<file path="config.mk">
export PLATFORM = sky130hd
export DESIGN_NAME = vcfg_unit
export DESIGN_NICKNAME = d
export VERILOG_FILES = /design/src/rtl/vcfg_pkg.sv /design/src/rtl/vcfg_vlmax.sv /design/src/rtl/vcfg_emul.sv /design/src/rtl/vcfg_unit.sv
export SDC_FILE = /design/constraint.sdc
export NUM_CORES = 1
export LEC_CHECK = 0
export BUFFER_PORTS_ARGS = -buffer_cell sky130_fd_sc_hd__buf_2
export CAP_MARGIN = 0
export CORE_ASPECT_RATIO = 0.6
export CORE_MARGIN = 4
export CORE_UTILIZATION = 45
export DETAILED_ROUTE_END_ITERATION = 10
export PLACE_DENSITY = 0.9
export SLEW_MARGIN = 10
export SYNTH_ARGS = -nofsm -noshare
export SYNTH_HDL_FRONTEND = slang
export SYNTH_SLANG_ARGS = --single-unit
</file>
<file path="constraint.sdc">
create_clock -name clk -period 2.8 [get_ports clk]
set_input_delay 0.14 -clock clk [delete_from_list [all_inputs] [get_ports clk]]
set_output_delay 0.14 -clock clk [all_outputs]
set_load 0.1 [all_outputs]
</file>
<file path="src/rtl/vcfg_pkg.sv">
package vcfg_pkg;

    localparam logic [2:0] LMUL_RSVD = 3'b100;

    typedef struct packed {
        logic [1:0] sew;
        logic [2:0] lmul;
        logic       ta;
        logic       ma;
        logic       vill;
    } cfg_fields_t;

    localparam cfg_fields_t CFG_RESET = '{sew: 2'd0, lmul: 3'd0, ta: 1'b0, ma: 1'b0, vill: 1'b1};

endpackage

</file>
<file path="src/rtl/vcfg_vlmax.sv">
module vcfg_vlmax #(
    parameter int LOG_VLEN = 7,
    parameter int VL_W     = LOG_VLEN + 1
) (
    input  logic [2:0]      sew,
    input  logic [2:0]      lmul,
    output logic            legal,
    output logic [VL_W-1:0] vlmax
);
    import vcfg_pkg::*;

    logic signed [7:0] lmul_s;
    logic signed [7:0] sew_s;
    logic signed [7:0] lg;

    // log2(VLMAX) = log2(VLEN) + lmul - (3 + sew)
    always_comb begin
        lmul_s = {{5{lmul[2]}}, lmul};
        sew_s  = {6'b0, sew[1:0]};
        lg     = 8'(LOG_VLEN - 3) + lmul_s - sew_s;
        legal  = !sew[2] && (lmul != LMUL_RSVD) && (lg >= 8'sd0);
        vlmax  = legal ? (VL_W'(1) << lg[4:0]) : '0;
    end

endmodule

</file>
<file path="src/rtl/vcfg_emul.sv">
module vcfg_emul (
    input  logic [1:0] sew,
    input  logic [2:0] lmul,
    input  logic       vill,
    input  logic [1:0] eew,
    input  logic [4:0] vreg,
    output logic [2:0] emul,
    output logic       illegal,
    output logic       misaligned
);
    logic signed [4:0] e;
    logic [2:0]        mask;

    always_comb begin
        e       = $signed({3'b0, eew}) - $signed({3'b0, sew}) + $signed({{2{lmul[2]}}, lmul});
        illegal = vill || (e < -5'sd3) || (e > 5'sd3);
        emul    = illegal ? 3'd0 : e[2:0];
    end

    // bit i of the register number must be clear when the group spans more than 2^i registers
    for (genvar i = 0; i < 3; i++) begin : g_align
        assign mask[i] = !illegal && (e > $signed(5'(i)));
    end

    assign misaligned = |(vreg[2:0] & mask);

endmodule

</file>
<file path="src/rtl/vcfg_unit.sv">
module vcfg_unit #(
    parameter int VLEN  = 128,
    parameter int AVL_W = 32
) (
    input  logic                   clk,
    input  logic                   rst_n,
    input  logic                   cfg_valid,
    input  logic [AVL_W-1:0]       cfg_avl,
    input  logic [2:0]             cfg_sew,
    input  logic [2:0]             cfg_lmul,
    input  logic                   cfg_ta,
    input  logic                   cfg_ma,
    output logic [$clog2(VLEN):0]  vl,
    output logic [1:0]             cur_sew,
    output logic [2:0]             cur_lmul,
    output logic                   cur_ta,
    output logic                   cur_ma,
    output logic                   cur_ill,
    input  logic [1:0]             mem_eew,
    input  logic [4:0]             mem_vreg,
    output logic [2:0]             mem_emul,
    output logic                   mem_illegal,
    output logic                   mem_misaligned
);
    import vcfg_pkg::*;

    localparam int LOG_VLEN = $clog2(VLEN);
    localparam int VL_W     = LOG_VLEN + 1;

    typedef struct packed {
        logic [VL_W-1:0] vl;
        cfg_fields_t     f;
    } state_t;

    state_t          st_d, st_q;
    logic            cfg_legal;
    logic [VL_W-1:0] vlmax;

    vcfg_vlmax #(.LOG_VLEN(LOG_VLEN), .VL_W(VL_W)) u_vlmax (
        .sew   (cfg_sew),
        .lmul  (cfg_lmul),
        .legal (cfg_legal),
        .vlmax (vlmax)
    );

    always_comb begin
        st_d = st_q;
        if (cfg_valid) begin
            if (cfg_legal) begin
                st_d.vl     = (cfg_avl >= AVL_W'(vlmax)) ? vlmax : cfg_avl[VL_W-1:0];
                st_d.f.sew  = cfg_sew[1:0];
                st_d.f.lmul = cfg_lmul;
                st_d.f.ta   = cfg_ta;
                st_d.f.ma   = cfg_ma;
                st_d.f.vill = 1'b0;
            end else begin
                st_d.vl = '0;
                st_d.f  = CFG_RESET;
            end
        end
    end

    always_ff @(posedge clk or negedge rst_n) begin
        if (!rst_n) begin
            st_q.vl <= '0;
            st_q.f  <= CFG_RESET;
        end else begin
            st_q <= st_d;
        end
    end

    assign vl       = st_q.vl;
    assign cur_sew  = st_q.f.sew;
    assign cur_lmul = st_q.f.lmul;
    assign cur_ta   = st_q.f.ta;
    assign cur_ma   = st_q.f.ma;
    assign cur_ill  = st_q.f.vill;

    vcfg_emul u_emul (
        .sew        (st_q.f.sew),
        .lmul       (st_q.f.lmul),
        .vill       (st_q.f.vill),
        .eew        (mem_eew),
        .vreg       (mem_vreg),
        .emul       (mem_emul),
        .illegal    (mem_illegal),
        .misaligned (mem_misaligned)
    );

    p_vl_le_avl_r3: assert property (@(posedge clk) disable iff (!rst_n)
        cfg_valid |=> (AVL_W'(st_q.vl) <= $past(cfg_avl)));

    p_vl_le_vlmax_r3: assert property (@(posedge clk) disable iff (!rst_n)
        (cfg_valid && cfg_legal) |=> (st_q.vl <= $past(vlmax)));

    p_ill_zero_vl_r4: assert property (@(posedge clk) disable iff (!rst_n)
        st_q.f.vill |-> (st_q.vl == '0));

    p_hold_r5: assert property (@(posedge clk) disable iff (!rst_n)
        !cfg_valid |=> $stable(st_q));

    p_ill_cfg_blocks_mem_r8: assert property (@(posedge clk) disable iff (!rst_n)
        st_q.f.vill |-> mem_illegal);

    p_misalign_needs_legal_r9: assert property (@(posedge clk) disable iff (!rst_n)
        mem_misaligned |-> !mem_illegal);

endmodule

</file>
Yosys cells after proc, flatten, opt, wreduce, memory -nomap -nowiden
Index checks and enable logic that the tools add are counted.
- memories: 0
- input bits: 50
- ROM bits: 0
- word-level logic and storage cells: 34
- register bits: 16
- latch bits: 0
- output and inout bits: 21
- bits in writable memories: 0
- bitwise operators: 1
- divide/modulo/power cells: 0
- mux-type cells: 4
- shifts and indexed selects: 1
- $add $sub $neg: 4
- $mul: 0
- reduce and logical (&&, ||, !) cells: 10
- $lt $le $gt $ge: 7
- equal/unequal tests: 1
- operators by type and width (kind ; count):
    greater-or-equal comparator 32 x 8 -> 1 bit ; 1
    2-to-1 mux 16 bit ; 1
    2-to-1 mux 8 bit ; 2
    > comparator 5 x 3 -> 1 bit (second input constant) ; 2
    greater-or-equal comparator 8 x 1 -> 1 bit (second input constant) ; 1
    left shift 1 x 5 -> 8 bit (first input constant) ; 1
    subtractor 8 x 3 -> 8 bit ; 1
    adder 4 x 3 -> 5 bit (first input constant) ; 1
    > comparator 5 x 1 -> 1 bit (second input constant) ; 1
    > comparator 5 x 2 -> 1 bit (second input constant) ; 1
    logical AND 1 bit ; 5
    less-than comparator 5 x 3 -> 1 bit (second input constant) ; 1
    adder 3 x 3 -> 4 bit ; 1
    bitwise AND 3 bit ; 1
    2-to-1 mux 3 bit ; 1
    inequality test 3 bit (second input constant) ; 1
    OR reduction 3 bit ; 1
    subtractor 2 x 2 -> 3 bit ; 1
    zero test 1 bit ; 2
    logical OR 1 bit ; 2

Logic depth before layout (Yosys ltp)
Gate-level depths: netlist of run 1.
- depth after elaboration: 9
- depth in mapped cells: 16
- mapped depth without buffers: 15

By module
From an unflattened synthesis of run 1, not the netlist that was laid out.
- cells, all modules: 184
- area total of the unflattened synthesis: 1652.8 sq um
- by module, submodules not included (module ; seq. area each (sq um) ; area each (sq um) ; cells each ; times used):
    vcfg_unit ; 401.6 ; 1096.1 ; 115 ; 1
    vcfg_emul ; 0.0 ; 314.1 ; 40 ; 1
    vcfg_vlmax ; 0.0 ; 242.7 ; 29 ; 1

Least setup slack after synthesis of run 1
No wires, ideal clock.
- kind: register to output
- from: register st_q (netlist bit cur_sew[0])
- to: output mem_emul[0]
- buffers on the path: 0
- data required time: 2.660 ns
- path slack: -2.092 ns
- arrival: 4.752 ns
- stages on the path, launching flop included: 11
- cell sequence: dfrtp_1 > ha_1 > inv_1 > fa_1 > inv_1 > fa_1 > xnor2_1 > o21ai_0 > mux2i_1 > nand2b_1 > nor2_1
- cells in the longest elaborated chain, start to end: 6
- elaborated cells between the ends (all ways): 7
- those cells by class: 2 x add/sub; 2 x order compare; 1 x mux; 2 x reduce/logical
- RTL lines (item ; RTL line ; RTL):
    start, declared ; vcfg_unit.sv:35 ; state_t st_d, st_q;
    start signal, assigned ; vcfg_unit.sv:68 ; st_q <= st_d;
    subtractor 2 x 2 -> 3 bit (*) ; vcfg_emul.sv:15 ; e = $signed({3'b0, eew}) - $signed({3'b0, sew}) + $signed({{2{lmul[2]}}, lmul});
    adder 3 x 3 -> 4 bit (*) ; vcfg_emul.sv:15 ;
    less-than comparator 5 x 3 -> 1 bit ; vcfg_emul.sv:16 ; illegal = vill || (e < -5'sd3) || (e > 5'sd3);
    logical OR 1 bit ; vcfg_emul.sv:16 ;
    logical OR 1 bit (*) ; vcfg_emul.sv:16 ;
    via mem_illegal ; vcfg_unit.sv:22 ; output logic mem_illegal,
    2-to-1 mux 3 bit (*) ; vcfg_emul.sv:17 ; emul = illegal ? 3'd0 : e[2:0];
    end, declared ; vcfg_unit.sv:21 ; output logic [2:0] mem_emul,
Mark *: on every way through the listed nets, which the timed path passes. The rest lies on a longest branch.

Worst setup path after layout of run 1
- from: register st_q (netlist bit cur_sew[0])
- to: output mem_emul[1]
- cells in the longest elaborated chain, start to end: 6
- elaborated cells between the ends (all ways): 7
- those cells by class: 2 x add/sub; 2 x order compare; 1 x mux; 2 x reduce/logical
- RTL lines (item ; RTL line):
    subtractor 2 x 2 -> 3 bit (*) ; vcfg_emul.sv:15
    adder 3 x 3 -> 4 bit (*) ; vcfg_emul.sv:15
    less-than comparator 5 x 3 -> 1 bit ; vcfg_emul.sv:16
    logical OR 1 bit (2 in a row) ; vcfg_emul.sv:16
    2-to-1 mux 3 bit (*) ; vcfg_emul.sv:17
Every way passes the cells marked *; elsewhere a longest branch is shown, timed or not.

==> impl_metrics.py, run 1 <==
metrics = {
    "global_routing": {
        "antenna_found_initial": 0,
        "grt_pass1_vias": 1743,
        "gr-total-overflow": 0,
        "grt_pass1_wl_um": 8990,
        "grt_util_all_layers": 0.2987,
        "grt_max_degree": 17,
    },
    "job": {
        "max_cap_violations": 0,
    },
    "floorplanning": {
        "die_h_um": 50.84,
        "core.rowCount": 15,
        "fp.dieW_um": 79.40,
        "coreArea_um2": 2890,
        "start_util": 0.4762,
        "fp.dieArea_um2": 4036,
        "boundaryPins": 71,
    },
    "clock_network": {
        "ctsHtreeMaxLevel": 1,
        "worst_skew_pair.late_latency_ns": 0.26,
        "clkTransAtPathRegs_ns": 0.07,
        "cts_sinks": 16,
        "cts-buffers-inserted": 3,
        "cts_buffer_depth": 2,
        "clockRootBuffer": "clkbuf_8",
        "cts_tree": "built",
    },
    "pwr": {
        "pwr_density_cell_nw_per_um2": 471.3,
        "seqPwrFrac": 0.233,
        "ir_drop_uv": 343.7,
        "power_switching_share": 0.4497,
        "p_int_mw": 0.6165,
        "p_comb_frac": 0.577,
        "pwr-share-clk": 0.190,
        "finalPower_mw": 1.120,
        "switchingPower_mw": 0.5039,
        "p_leak_nw": 1.163,
    },
    "synth": {
        "syn_inst": 147,
        "async_flop_share": 1.000,
        "yosys_register_bits": 16,
        "ys_seq_area_frac": 0.2918,
        "synth_warnings": 0,
        "synthFlopType": "dfrtp_1",
        "synth.distinct_cells": 39,
        "syn_nets": 215,
        "synth_edf_count": 0,
        "synth.avg_cell_area_um2": 9.363,
        "netlist_area_um2": 1376,
    },
    "worst_hold_path": {
        "worst_hold_startpoint": "cfg_ta",
        "hold_end": "cur_ta$_DFFE_PN0P_",
        "min_path_cells": 2,
        "hold_path_class": "in2reg",
    },
    "route": {
        "drt_iter0_drc": 144,
        "vias": 1717,
        "drc": 0,
        "routedWlPerCell_um": 21.47,
        "ant_nets": 0,
        "vias_per_cell": 6.025,
        "drt_wl_total_um": 6118,
        "dr.pass1.iters": 5,
    },
    "status": {
        "violations": "negative setup slack",
        "outcome": "finished, violations left",
    },
    "layout": {
        "instances_no_fill": 285,
        "nets": 312,
        "antenna_cells": 0,
        "area_delta_synth_final_pct": 72.73,
        "drive_gt1_frac": 0.6296,
    },
    "sta": {
        "post-route-min-period_ns": 2.978,
        "layout_setup_ws_ns": -0.1777,
        "finalSetupViolCount": 13,
        "rsz0062_at_grt": "yes",
        "maxSlewViolCount": 0,
        "finalCritPeriodShare": 1.063,
        "slew-limit-headroom": 0.6689,
        "finalHoldViolations": 0,
        "worst_slew_pin_slew_ns": 0.5001,
        "fin_skew_ns": 0,
        "max_freq_ghz": 0.3358,
        "holdWs_ns": 0.09857,
    },
    "worst_setup_path": {
        "crit_path_end_kind": "output pin",
        "start_kind": "flop",
        "ff2ff_setup_slack_ns": 1.82,
        "rr_startpoint": "cur_sew[0]$_DFFE_PN0P_",
        "arrival_ns": 2.84,
        "r2r_end": "cur_sew[0]$_DFFE_PN0P_",
        "critical_path_class": "reg2out",
        "ff2ff_path_depth": 2,
        "required_ns": 2.66,
        "path_max_fanout": 3,
    },
    "placement": {
        "dp_cells": 270,
        "gp_congestion": 0.8866,
        "port_buffers": 68,
        "place.detailed.hpwl_um": 3758,
    },
}
[state kept, by name (all words and copies together), names as in the netlist]
name	cells
cur_lmul	3
cur_ma	1
cur_ta	1
vl	8
cur_sew	2
cur_ill	1
[power by group through the flow]
stage / logic, mW / registers (mW) / clock network (mW)
6_report: 0.647 / 0.261 / 0.213
5_1_grt: 0.673 / 0.262 / 0.222
4_1_cts: 0.605 / 0.260 / 0.210
3_5_place_dp: 0.534 / 0.265 / 0
3_3_place_gp: 0.518 / 0.264 / 0
2_1_floorplan: 0.256 / 0.369 / 0
[cells in the mapped netlist, drive strengths merged (2+ instances only)]
library cell	n	share of area
dfrtp	15	0.27
a211oi	4	0.031
o211ai	4	0.022
and2	3	0.014
nor4b	3	0.019
ha	15	0.14
nor2b	2	0.0091
a22o	5	0.032
a21oi	2	0.0073
nand4	2	0.0091
nor4	5	0.036
nand2	12	0.033
nor3b	3	0.016
fa	3	0.044
and3	4	0.022
nor3	4	0.015
buf	4	0.027
nand3	9	0.033
or4	3	0.016
o21ai	4	0.015
inv	17	0.046
o22ai	2	0.0091
nor2	6	0.016
a211o	4	0.025
[critical path, cell delays in order (launching register included)]
cell,delay [ns]
dfrtp_4,0.49
ha_4,0.16
inv_2,0.04
fa_1,0.44
inv_2,0.09
fa_2,0.45
inv_2,0.10
buf_4,0.12
o21ai_4,0.07
mux2i_4,0.18
nand2b_4,0.12
nor2_4,0.13
buf_12,0.18
[worst max-delay path by stage]
stage / from / endpoint / slack, ns / cells after the start
6_report: cur_sew[0]$_DFFE_PN0P_ / mem_emul[1] / -0.18 / 12
5_1_grt: cur_sew[0]$_DFFE_PN0P_ / mem_misaligned / -0.25 / 11
4_1_cts: cur_sew[0]$_DFFE_PN0P_ / mem_emul[1] / -0.06 / 11
3_5_place_dp: cfg_lmul[0] / vl[6]$_DFFE_PN0P_ / -0.59 / 14
3_3_place_gp: cfg_lmul[0] / vl[6]$_DFFE_PN0P_ / -0.41 / 14
2_1_floorplan: cur_sew[0]$_DFFE_PN0P_ / mem_emul[0] / -0.45 / 10
[metal layers]
layer,GRT usage,share of wire,wire (um)
met1,0.3743,0.39,2372
met2,0.4804,0.46,2806
met3,0.1021,0.12,751
met4,0.1086,0.031,187
met5,0,0,0
[metrics by stage]
| step | setup TNS, ns | area (um^2) | setup slack [ns] | util |
|---|---|---|---|---|
| after global routing | -2.582 | 2377 | -0.2512 | 0.8225 |
| final | -1.429 | 2377 | -0.1777 | 0.8225 |
| after floorplan | -2.656 | 1554 | -0.4519 | - |
| after detailed placement | -4.437 | 2111 | -0.5914 | 0.7303 |
| after CTS | -0.3100 | 2352 | -0.06195 | 0.8139 |
| after global placement | -3.089 | 2111 | -0.4117 | 0.7303 |
[kinds of logic (layout without fill, tap and decap cells)]
kind of cell,Yosys count,after routing,synth area share
flip-flops,16,16,0.2918
multiplexers,1,1,0.007273
AO/OA/AOI/OAI,26,26,0.1491
buffers and inverters,22,118,0.08363
XOR/XNOR,1,1,0.006365
adder cells (fa/ha/maj),18,18,0.1800
AND/OR/NAND/NOR,63,63,0.2818
[repair_timing]
item,in CTS,in global routing
pin swaps,12,10
hold buffers,1,0
gates resized for setup,28,3
buffers inserted,7,2
endpoints found under the hold margin,15,0
gates cloned,1,0
setup endpoints to repair,12,13
[cells in the final DEF, fill, tap and decap left out, types with 2 or more instances in the layout]
master and count:
buf_12 6, and2_1 2, o21ai_0 2, inv_1 12, nand3_2 3, ha_4 5
a22o_1 5, buf_4 23, a211oi_2 3, nor2_1 4, nor2_4 2, ha_1 9
o211ai_1 4, nor2b_1 2, or4_4 3, nor4b_2 2, dfrtp_4 2, nor3_4 2
nor3b_2 2, nand3_1 6, nand2_1 12, o22ai_1 2, fa_2 2, a211o_1 4
buf_6 5, inv_2 4, and3_2 4, nor4_2 4, dfrtp_1 13, buf_2 62
nand4_1 2, clkbuf_8 4
[final cells by class]
cell class / instances / area (um^2)
clock buffers: 4 / 55.05
fillers: 158 / 513.0
inverters: 17 / 76.32
multi-input cells: 109 / 1115
flip-flops and latches: 16 / 409.1
well taps: 42 / 52.55
repair buffers: 97 / 669.4
(Power assumes the default switching activity.)
==> run 2, diff against run 1 <==
Settings changed: SETUP_SLACK_MARGIN from default to 0.05.
==> run 2 against run 1 <==
Net effect: the run still ends with negative setup slack left; sequential share of layout area shrank 0.12 points; via count is 0.35% lower; global-route usage unchanged; hold slack better by 0.0032 ns; largest power group unchanged; highest routed layer unchanged.
==> impl_metrics.py, run 2 (synthesis gave the netlist of run 1 again) <==
metrics = {
    "worst_setup_path": {
        "r2r_end": "cur_sew[0]$_DFFE_PN0P_",
        "critPathTopFamily": "adder cells",
        "ff2ff_path_depth": 2,
        "ff2ff_setup_slack_ns": 1.82,
        "rr_startpoint": "cur_sew[0]$_DFFE_PN0P_",
        "cp_slowest_cell": "fa_2",
        "crit_path_end_kind": "flop",
        "crit_chain": "buf_12 > inv_12 > ha_4 > inv_2 > fa_2 > or3b_4 > buf_4 > inv_1 > and2_1 > ha_1 > nor3b_2 > o21ai_2 > a211oi_4 > buf_6 > nor4b_2 > a211o_1",
        "crit_buf_inv": 6,
        "critical_path_class": "in2reg",
        "path_max_fanout": 6,
        "cpPeakStageDelay_ns": 0.48,
        "arrival_ns": 3.09,
        "required_ns": 2.94,
        "start_kind": "input pin",
    },
    "clock_network": {
        "ctsHtreeMaxLevel": 1,
        "worst_skew_pair.late_latency_ns": 0.26,
        "clockRootBuffer": "clkbuf_8",
        "cts_buffer_depth": 2,
        "cts-buffers-inserted": 3,
        "cts_sinks": 16,
        "clkTransAtPathRegs_ns": 0.07,
        "cts_tree": "built",
    },
    "pwr": {
        "p_int_mw": 0.6231,
        "power_switching_share": 0.4491,
        "pwr_density_cell_nw_per_um2": 472.5,
        "ir_drop_uv": 344.5,
        "pwr-share-clk": 0.187,
        "seqPwrFrac": 0.231,
        "switchingPower_mw": 0.5079,
        "p_comb_frac": 0.582,
        "p_leak_nw": 1.169,
    },
    "route": {
        "drt_iter0_drc": 164,
        "dr.pass1.iters": 4,
        "vias_per_cell": 6.004,
        "drt_wl_total_um": 6331,
        "vias": 1711,
        "routedWlPerCell_um": 22.21,
        "drc": 0,
        "ant_nets": 0,
    },
    "sta": {
        "slew-limit-headroom": 0.6653,
        "layout_setup_ws_ns": -0.1433,
        "worst_slew_pin_slew_ns": 0.5015,
        "rsz0062_at_grt": "yes",
        "fin_skew_ns": 0,
        "finalHoldViolations": 0,
        "post-route-min-period_ns": 2.943,
        "holdWs_ns": 0.1018,
        "setup_tns_ns": -1.343,
        "max_freq_ghz": 0.3398,
        "maxSlewViolCount": 0,
        "finalSetupViolCount": 13,
        "finalCritPeriodShare": 1.051,
    },
    "layout": {
        "area_delta_synth_final_pct": 73.91,
        "n_fill_cell": 155,
        "regMostFlops": "vl",
        "instances_no_fill": 285,
        "largest_register_ffs": 8,
        "multi_input_area_um2": 1115,
        "regArea_um2": 409.1,
        "post-route-util": 0.8281,
        "nets": 312,
        "layout_common_cells": "62 x buf_2, 21 x buf_4, 13 x dfrtp_1",
        "antenna_cells": 0,
        "final_common_cell": "buf_2",
        "drive_gt1_frac": 0.6296,
    },
    "floorplanning": {
        "die_h_um": 50.84,
        "coreArea_um2": 2890,
        "boundaryPins": 71,
        "fp.dieW_um": 79.40,
        "start_util": 0.4762,
        "core.rowCount": 15,
        "fp.dieArea_um2": 4036,
    },
    "global_routing": {
        "grt_pass1_vias": 1742,
        "grt_util_all_layers": 0.2987,
        "gr-total-overflow": 0,
        "antenna_found_initial": 0,
        "grt_max_degree": 17,
        "grt_pass1_wl_um": 8983,
    },
    "placement": {
        "dp_slack_ns": -0.5914,
        "place.detailed.hpwl_um": 3758,
        "gp_congestion": 0.8866,
        "dp_cells": 270,
        "port_buffers": 68,
    },
    "worst_hold_path": {
        "min_path_cells": 2,
        "worst_hold_startpoint": "cfg_ta",
        "hold_end": "cur_ta$_DFFE_PN0P_",
        "hold_path_class": "in2reg",
    },
    "job": {
        "max_cap_violations": 0,
    },
    "status": {
        "violations": "negative setup slack",
        "outcome": "finished, violations left",
    },
}
==> run 2: cell counts in the layout (fill, tap and decap cells not counted) <==
Identical to the previous run, type by type.
==> run 2: worst max-delay path by stage <==
stage,to,depth (start not counted),startpoint,slack (ns)
final,vl[4]$_DFFE_PN0P_,16,cfg_lmul[0],-0.14
after global routing,mem_misaligned,11,cur_sew[0]$_DFFE_PN0P_,-0.24
after CTS,mem_emul[1],11,cur_sew[0]$_DFFE_PN0P_,-0.06
after detailed placement,vl[6]$_DFFE_PN0P_,14,cfg_lmul[0],-0.59
after global placement,vl[6]$_DFFE_PN0P_,14,cfg_lmul[0],-0.41
after floorplan,mem_emul[0],10,cur_sew[0]$_DFFE_PN0P_,-0.45
==> run 2: per-stage QoR <==
stage	power [mW]	cell area (um^2)
after detailed placement	0.7988	2111
after global routing	1.171	2394
after global placement	0.7814	2111
after floorplan	0.6243	1554
after CTS	1.075	2352
final	1.131	2394
==> run 2: cell type report <==
type / instances / area share
Inverter: 17 / 0.03189
Tap cell: 42 / 0.02196
Timing Repair Buffer: 97 / 0.2865
Sequential cell: 16 / 0.1709
Clock buffer: 4 / 0.02300
Multi-Input combinational cell: 109 / 0.4658
==> run 2: what timing repair did <==
item | in CTS | in global routing
gates resized for setup | 28 | 4
setup endpoints to repair | 12 | 13
hold buffers | 1 | 0
cloned | 1 | 0
pin swaps | 13 | 5
hold endpoints to repair | 15 | 0
setup buffers | 7 | 2
==> run 2: layer usage <==
| metal | GRT usage | share of wire | wire length [um] |
|---|---|---|---|
| met5 | 0 | 0 | 0 |
| met1 | 0.3743 | 0.37 | 2364 |
| met2 | 0.4804 | 0.46 | 2884 |
| met3 | 0.1021 | 0.12 | 787 |
| met4 | 0.1086 | 0.046 | 294 |
==> run 2: power by group through the flow <==
stage | Combinational [mW] | Clock [mW] | Sequential, mW
global placement | 0.518 | 0 | 0.264
global route | 0.686 | 0.223 | 0.262
CTS | 0.605 | 0.210 | 0.260
floorplan | 0.256 | 0 | 0.369
finish | 0.658 | 0.212 | 0.261
detailed placement | 0.534 | 0 | 0.265
==> run 2: worst register-to-register path: stages, from the launching register on <==
cell and delay (ns):
dfrtp_4 0.49, buf_4 0.15, a22o_1 0.23
